===== config.mk =====
export PLATFORM = sky130hd
export DESIGN_NAME = cam_pixel_capture
export DESIGN_NICKNAME = d
export VERILOG_FILES = /design/src/rtl/cap_pkg.sv /design/src/rtl/cap_sync_stage.sv /design/src/rtl/cap_line_tracker.sv /design/src/rtl/cap_pixel_counter.sv /design/src/rtl/cam_pixel_capture.sv
export SDC_FILE = /design/constraint.sdc
export NUM_CORES = 1
export LEC_CHECK = 0
export BUFFER_PORTS_ARGS = -buffer_cell sky130_fd_sc_hd__buf_4
export CAP_MARGIN = 40
export CORE_UTILIZATION = 47
export CTS_BUF_LIST = sky130_fd_sc_hd__clkbuf_4 sky130_fd_sc_hd__clkbuf_8
export DETAILED_ROUTE_END_ITERATION = 8
export GPL_TIMING_DRIVEN = 0
export PLACE_DENSITY_LB_ADDON = 0.15
export SLEW_MARGIN = 5
export SYNTH_ARGS = -nofsm -noshare
export SYNTH_HDL_FRONTEND = slang
export SYNTH_SLANG_ARGS = --single-unit

===== constraint.sdc =====
create_clock -name pclk -period 1.69 [get_ports pclk]
set_input_delay 0.338 -clock pclk [delete_from_list [all_inputs] [get_ports pclk]]
set_output_delay 0.338 -clock pclk [all_outputs]
set_load 0.05 [all_outputs]

===== src/rtl/cap_pkg.sv =====
package cap_pkg;
  typedef enum logic {
    LINE_SKIP = 1'b0,
    LINE_KEEP = 1'b1
  } line_state_e;
endpackage


===== src/rtl/cap_sync_stage.sv =====
module cap_sync_stage #(
  parameter int W = 1
) (
  input  logic         clk,
  input  logic         rst_n,
  input  logic [W-1:0] d,
  output logic [W-1:0] q
);
  always_ff @(posedge clk) begin
    if (!rst_n) q <= '0;
    else        q <= d;
  end
endmodule


===== src/rtl/cap_line_tracker.sv =====
module cap_line_tracker
  import cap_pkg::*;
(
  input  logic clk,
  input  logic rst_n,
  input  logic s_vsync,
  input  logic s_href,
  input  logic raw_mode,
  output logic frame_start,
  output logic line_open
);
  logic        vs_d;
  logic        hr_d;
  logic        line_end;
  line_state_e state;

  assign frame_start = s_vsync & ~vs_d;
  assign line_end    = hr_d & ~s_href;
  assign line_open   = s_href & ~(raw_mode & (state == LINE_SKIP));

  always_ff @(posedge clk) begin
    if (!rst_n) begin
      vs_d  <= 1'b0;
      hr_d  <= 1'b0;
      state <= LINE_SKIP;
    end else begin
      vs_d <= s_vsync;
      hr_d <= s_href;
      if (frame_start)
        state <= LINE_SKIP;
      else if (line_end && state == LINE_SKIP)
        state <= LINE_KEEP;
    end
  end
endmodule


===== src/rtl/cap_pixel_counter.sv =====
module cap_pixel_counter #(
  parameter int CNT_W = 20
) (
  input  logic             clk,
  input  logic             rst_n,
  input  logic             frame_start,
  input  logic             accept,
  output logic [CNT_W-1:0] frame_pixels,
  output logic             frame_done
);
  localparam logic [CNT_W-1:0] CNT_MAX = {CNT_W{1'b1}};

  logic [CNT_W-1:0] cnt;
  logic [CNT_W-1:0] cnt_inc;

  assign cnt_inc = (accept && cnt != CNT_MAX) ? cnt + 1'b1 : cnt;

  always_ff @(posedge clk) begin
    if (!rst_n) begin
      cnt          <= '0;
      frame_pixels <= '0;
      frame_done   <= 1'b0;
    end else begin
      frame_done <= frame_start;
      if (frame_start) begin
        frame_pixels <= cnt_inc;
        cnt          <= '0;
      end else begin
        cnt <= cnt_inc;
      end
    end
  end
endmodule


===== src/rtl/cam_pixel_capture.sv =====
module cam_pixel_capture #(
  parameter int PIX_W = 8,
  parameter int CNT_W = 20
) (
  input  logic               pclk,
  input  logic               rst_n,
  input  logic               vsync,
  input  logic               href,
  input  logic [PIX_W-1:0]   y_data,
  input  logic [PIX_W-1:0]   uv_data,
  input  logic               raw_mode,
  input  logic               capture_en,
  output logic               out_valid,
  input  logic               out_ready,
  output logic [2*PIX_W-1:0] out_data,
  output logic [CNT_W-1:0]   frame_pixels,
  output logic               frame_done
);
  localparam int WORD_W = 2 * PIX_W;
  localparam int BUS_W  = WORD_W + 2;

  logic [BUS_W-1:0]  s_bus;
  logic              s_vsync;
  logic              s_href;
  logic [WORD_W-1:0] s_word;
  logic              frame_start;
  logic              line_open;
  logic              take;

  cap_sync_stage #(.W(BUS_W)) u_sync (
    .clk  (pclk),
    .rst_n(rst_n),
    .d    ({vsync, href, y_data, uv_data}),
    .q    (s_bus)
  );

  assign {s_vsync, s_href, s_word} = s_bus;

  cap_line_tracker u_track (
    .clk        (pclk),
    .rst_n      (rst_n),
    .s_vsync    (s_vsync),
    .s_href     (s_href),
    .raw_mode   (raw_mode),
    .frame_start(frame_start),
    .line_open  (line_open)
  );

  assign take = line_open & capture_en;

  always_ff @(posedge pclk) begin
    if (!rst_n) begin
      out_valid <= 1'b0;
      out_data  <= '0;
    end else begin
      out_valid <= take;
      if (take) out_data <= s_word;
    end
  end

  cap_pixel_counter #(.CNT_W(CNT_W)) u_count (
    .clk         (pclk),
    .rst_n       (rst_n),
    .frame_start (frame_start),
    .accept      (out_valid & out_ready),
    .frame_pixels(frame_pixels),
    .frame_done  (frame_done)
  );
endmodule


==> results of run 1 <==
## cell families (layout without fill, tap and decap cells)
| kind of cell | Yosys count | in the layout |
|---|---|---|
| flip-flops | 79 | 79 |
| adder cells (fa/ha/maj) | 1 | 1 |
| XOR/XNOR | 15 | 15 |
| AND/OR/NAND/NOR | 122 | 122 |
| buffers and inverters | 19 | 96 |
| AO/OA/AOI/OAI | 42 | 42 |
| multiplexers | 17 | 17 |
## per-layer routing
layer	routed length [um]	GRT usage
met4	105	0.0929
met1	2580	0.227
met2	2660	0.322
met3	225	0.0511
met5	0	0
## flip-flops by register name, summed over array words and instances (netlist names), 16 cells and up
register              flops
u_count.frame_pixels     20
out_data                 16
u_count.cnt              20
u_sync.q                 18
## per-stage QoR
step                TNS (ns)  hold slack (ns)  cells  utilization
finish                     0            0.203    447        0.637
global route               0            0.185    447        0.637
CTS                        0            0.188    444        0.622
detailed placement    -0.502            0.443    430        0.577
global placement      -0.262            0.436    430        0.577
floorplan                  0            0.431    295            -
## final timing paths
path,start,cells past startpoint,slack (ns),endpoint
worst min-delay path,y_data[1],2,0.20,u_sync.q[9]
worst max-delay path,u_count.cnt[0],7,0.07,u_count.frame_pixels[19]
worst min register to register,u_count.frame_pixels[9],2,0.45,u_count.frame_pixels[9]
worst max register to register,u_count.cnt[0],7,0.07,u_count.frame_pixels[19]
## layout make-up
type | instances | area (sq um)
clock buffer | 10 | 138
fill | 526 | 2150
inverter | 6 | 22.5
sequential | 79 | 1610
timing repair buffer | 63 | 473
multi-input combinational | 197 | 1270
buffer | 13 | 63.8
clock inverter | 4 | 95.1
tap | 75 | 93.8
## where the power goes
| part | leakage, nW | switching (mW) | total, mW | internal (mW) |
|---|---|---|---|---|
| logic | 0.835 | 0.0919 | 0.162 | 0.0702 |
| registers | 0.653 | 0.0107 | 1.90 | 1.89 |
| clock network | 0.118 | 0.641 | 1.64 | 1.00 |
## critical path: cells and delay by family, from the launching register on
kind / cells / cell delay, ns
AND/OR/NAND/NOR: 4 / 0.70
buffers and inverters: 1 / 0.15
adder cells (fa/ha/maj): 1 / 0.18
AO/OA/AOI/OAI: 1 / 0.18
flip-flops: 1 / 0.35
## repair_timing
action,CTS,global route
gates cloned,0,0
endpoints found under the setup margin,22,34
pin swaps,1,8
setup buffers,0,3
resized for setup,7,29
## cell usage in the layout (no fill, tap or decap), types with 2 or more instances in the layout
cell / Yosys / routed
sky130_fd_sc_hd__a211oi_1: 7 / 6
sky130_fd_sc_hd__a21o_1: 2 / 2
sky130_fd_sc_hd__a21oi_1: 4 / 4
sky130_fd_sc_hd__a31oi_1: 2 / 2
sky130_fd_sc_hd__and2_1: 21 / 21
sky130_fd_sc_hd__and3_1: 2 / 2
sky130_fd_sc_hd__and3_4: 2 / 2
sky130_fd_sc_hd__buf_2: 3 / 2
sky130_fd_sc_hd__buf_4: 0 / 64
sky130_fd_sc_hd__bufinv_16: 0 / 3
sky130_fd_sc_hd__clkbuf_1: 9 / 8
sky130_fd_sc_hd__clkbuf_8: 0 / 10
sky130_fd_sc_hd__dfxtp_1: 79 / 61
sky130_fd_sc_hd__dfxtp_2: 0 / 14
sky130_fd_sc_hd__dfxtp_4: 0 / 4
sky130_fd_sc_hd__inv_1: 4 / 4
sky130_fd_sc_hd__mux2i_1: 17 / 17
sky130_fd_sc_hd__nand2_1: 25 / 25
sky130_fd_sc_hd__nand3_1: 9 / 9
sky130_fd_sc_hd__nand4_1: 8 / 8
sky130_fd_sc_hd__nor2_1: 40 / 39
sky130_fd_sc_hd__o211ai_1: 3 / 3
sky130_fd_sc_hd__o21ai_0: 15 / 14
sky130_fd_sc_hd__o21ai_1: 5 / 6
sky130_fd_sc_hd__or2_1: 2 / 2
sky130_fd_sc_hd__or4_1: 2 / 2
sky130_fd_sc_hd__xnor2_1: 7 / 7
sky130_fd_sc_hd__xor2_1: 8 / 5
sky130_fd_sc_hd__xor2_2: 0 / 3
==> impl_metrics.toml, run 1 <==
[sta]
fin_skew_ns = 0.00736
setup_violations = 0
report.final.slew_viol_count = 0
worstMarginPinSlew_ns = 0.488
final_hold_viol_count = 0
fin_crit_sh = 0.957
final.min_clock_period_ns = 1.62
post-route-worst-setup-slack_ns = 0.0731
grt_setup_unrepaired = "false"
rel_slew_slack = 0.675
max_freq_ghz = 0.618

[die]
dieArea_sq_um = 6430
pin_count = 61
dieWidth_um = 80.2
floorplan.core_area_sq_um = 5920
die_y_um = 80.2
initial_utilization = 0.485
num_rows = 28

[yosys]
syn-num-nets = 319
post_synthesis_share_of_cell_area_spent_on_full_adders_half_adders_and_majority_gates = 0.00436
netlist_top_cells_count = "sky130_fd_sc_hd__dfxtp_1, sky130_fd_sc_hd__nor2_1, sky130_fd_sc_hd__nand2_1"
yosysUniqueCellTypes = 40
post_synth_and_or_nand_nor_area_fraction = 0.221
synth_sequential_area_ratio = 0.551
synth_enable_flop_cells = 0
muxShareOfSynthArea = 0.0593
netlist_area_sq_um = 2870
ys_warn_count = 0
synth-xor-area-share = 0.0458
combinational_family_with_the_most_area_after_synthesis = "simple AND/OR/NAND/NOR gates"
yosys.area.top_type = "sky130_fd_sc_hd__dfxtp_1"
top_area_cells_in_the_synthesized_netlist = "sky130_fd_sc_hd__dfxtp_1, sky130_fd_sc_hd__mux2i_1, sky130_fd_sc_hd__nor2_1"
synthDominantCellAreaShare = 0.551
synthesis.instances = 295
synthFlopType = "sky130_fd_sc_hd__dfxtp_1"
most_frequent_cell_after_synthesis = "sky130_fd_sc_hd__dfxtp_1"
postSynthRegisterBits = 79
syn_avg_cell_area_sq_um = 9.73
synth_compound_area_frac = 0.0902
share_of_flip_flops_with_an_asynchronous_set_or_reset_after_synthesis = 0

[pwr]
total_leakage_power_nw = 1.61
fin_total_pwr_mw = 3.70
cell_area_power_density_nw_per_um2 = 981
peakVddDrop_mv = 0.672

[global_route]
gr-total-overflow = 0
grt_pass1_vias = 2146
grt_antenna_before_repair = 0
grt_start_max_net_pins = 13
groute.usage.overall = 0.192
grt_pass1_wl_mm = 9.44

[critical_path]
crit_path_max_incr_delay_ns = 0.46
worst_setup_path_end_kind = "flop"
crit_path_start_kind = "flop"
crit_path_max_fanout = 10
critical_path.slowest_cell = "sky130_fd_sc_hd__or4_1"
timing_worst_setup_path_type = "flop to flop"
crit_required_ns = 1.97
cp_cell_sequence = "ha_4 > nand3_4 > nor2_2 > buf_6 > a21o_1 > or4_1 > nand3_1"
cp.arrival_ns = 1.90

[hold_path]
worst_hold_path_type = "input pin to flop"

[layout]
area_growth_syn_to_layout_pct = 31.4
drive_gt1_frac = 0.315
nets = 393
insertedDiodeCount = 0
finish.instance_area_sq_um = 3770

[clocking]
clkSlewWorstSetupHoldPaths_ns = 0.08
clkLatencyLatePin_ns = 0.34
htree_levels = 3
clock_tree.root_cell = "sky130_fd_sc_hd__clkbuf_8"
cts.sinks = 79
cts_made_buffers = 9
cts_hold_repair.buffers = 0
cts-root-to-sink-buffers = 2
tritoncts = "built"

[route]
routed-via-count = 2222
drt.antenna.violating_nets = 0
vias_per_cell = 4.97
routedWlPerCell_um = 12.5
initialDrtViolationCount = 48
drt-total-wl_mm = 5.57
drc = 0
drt_pass1_iterations = 4

[run_status]
run_status = "finished clean"

[place]
buffers_added_on_ports = 60
place_worst_setup_slack_ns = -0.158
placedInstanceArea_sq_um = 3420
place_congestion = 0.778
hpwl_mm = 3.83

[run]
max_cap_violations = 0
Note: power is estimated with default switching activity, not from simulation.
==> run 2, diff against run 1 <==
SETUP_SLACK_MARGIN = 0.1   (was default)
==> run 2 against run 1 <==
Sequential share of layout area shrank 1.5 points. Largest power group unchanged. Non-clock buffer count grew 11. First-iteration DRC count grew 94%. Clock-buffer cell count grew 1. Largest cell class unchanged.
==> impl_metrics.toml, run 2 (synthesis results as in run 1) <==
[run_status]
run_status = "finished clean"

[die]
floorplan.core_area_sq_um = 5920
initial_utilization = 0.485
pin_count = 61
num_rows = 28
dieWidth_um = 80.2
dieArea_sq_um = 6430
die_y_um = 80.2

[layout]
mostFrequentLayoutCell = "sky130_fd_sc_hd__buf_4"
nets = 404
final_cells = 460
area_growth_syn_to_layout_pct = 36.8
drive_gt1_frac = 0.361
finish.instance_area_sq_um = 3930
biggestRegsByFlops = "u_count.cnt: 20 flops, u_count.frame_pixels: 20 flops, u_sync.q: 18 flops"
layout.filler_cells = 485
layout.cells.most_common_list = "sky130_fd_sc_hd__buf_4, sky130_fd_sc_hd__dfxtp_1, sky130_fd_sc_hd__nor2_1, sky130_fd_sc_hd__nand2_1, sky130_fd_sc_hd__and2_1"
final_core_utilization = 0.664
insertedDiodeCount = 0

[global_route]
grt_pass1_vias = 2065
gr-total-overflow = 0
groute.usage.overall = 0.192
grt_antenna_before_repair = 0
grt_pass1_wl_mm = 9.20
grt_start_max_net_pins = 14

[place]
placedInstanceArea_sq_um = 3440
placedCellCount = 430
hpwl_mm = 3.79
place_worst_setup_slack_ns = -0.163
place_congestion = 0.786
buffers_added_on_ports = 60

[clocking]
cts.sinks = 79
cts_made_buffers = 9
clkSlewWorstSetupHoldPaths_ns = 0.08
tritoncts = "built"
cts-root-to-sink-buffers = 2
htree_levels = 3
clkLatencyLatePin_ns = 0.35
cts_hold_repair.buffers = 0
clock_tree.root_cell = "sky130_fd_sc_hd__clkbuf_8"

[sta]
final.min_clock_period_ns = 1.62
whs_ns = 0.189
max_freq_ghz = 0.619
fin_setup_tns_ns = 0
setup_violations = 0
fin_skew_ns = 0.00702
rel_slew_slack = 0.647
final_hold_viol_count = 0
post-route-worst-setup-slack_ns = 0.0732
grt_setup_unrepaired = "true"
fin_crit_sh = 0.957
report.final.slew_viol_count = 0
worstMarginPinSlew_ns = 0.529

[hold_path]
worst_hold_path_type = "input pin to flop"
worstHoldStart = "y_data[1]"

[critical_path]
worst_r2r_startpoint = "u_count.cnt[0]"
worst_setup_path_end_kind = "flop"
crit_required_ns = 1.99
cp.arrival_ns = 1.92
worst_setup_path_startpoint = "u_count.cnt[0]"
crit_path_start_kind = "flop"
crit_path_max_fanout = 6
timing_worst_setup_path_type = "flop to flop"

[pwr]
peakVddDrop_mv = 0.642
total_leakage_power_nw = 1.68
fin_total_pwr_mw = 3.75
cell_area_power_density_nw_per_um2 = 955

[route]
vias_per_cell = 5.06
drt_pass1_iterations = 5
drc = 0
routedWlPerCell_um = 12.5
drt-total-wl_mm = 5.75
routed-via-count = 2328
initialDrtViolationCount = 93
drt.antenna.violating_nets = 0

[run]
max_cap_violations = 0
## run 2: metal layers
layer	share of wire	global-route usage	routed length, um	vias up
li1	-	-	-	1183
met1	0.46	0.227	2640	1092
met2	0.47	0.313	2730	43
met3	0.047	0.0648	271	10
met4	0.018	0.0911	106	0
met5	0	0	0	-
## run 2: area by class of cell
class	count	area (sq um)	share of cell area
Multi-Input combinational cell	197	1300	0.332
Clock inverter	5	106	0.0271
Clock buffer	11	139	0.0354
Tap cell	75	93.8	0.0239
Timing Repair Buffer	74	572	0.146
Buffer	13	70.1	0.0178
Inverter	6	22.5	0.00573
Sequential cell	79	1620	0.413
## run 2: critical path, cell delays in order (launching register included)
cell                      delay (ns)
sky130_fd_sc_hd__dfxtp_4        0.37
sky130_fd_sc_hd__ha_4           0.17
sky130_fd_sc_hd__nand3_4        0.10
sky130_fd_sc_hd__nor2_4         0.05
sky130_fd_sc_hd__buf_6          0.13
sky130_fd_sc_hd__a21o_1         0.18
sky130_fd_sc_hd__or4_1          0.49
sky130_fd_sc_hd__nand3_2        0.08
## run 2: final timing paths
check	to	slack, ns	cells after the start
worst min-delay path	u_sync.q[9]	0.19	2
worst min register to register	u_count.frame_pixels[9]	0.45	2
worst max register to register	u_count.frame_pixels[19]	0.07	7
worst max-delay path	u_count.frame_pixels[19]	0.07	7
## run 2: what timing repair did
| item | in CTS | in global routing |
|---|---|---|
| setup endpoints to repair | 38 | 44 |
| cloned | 0 | 0 |
| setup buffers | 8 | 6 |
| pin swaps | 7 | 18 |
| gates resized for setup | 14 | 36 |
## run 2: power breakdown
part	leakage, nW	internal [mW]	switching [mW]	total [mW]
sequential	0.654	1.88	0.0104	1.89
clock	0.121	1.02	0.679	1.70
combinational	0.904	0.0706	0.0934	0.164
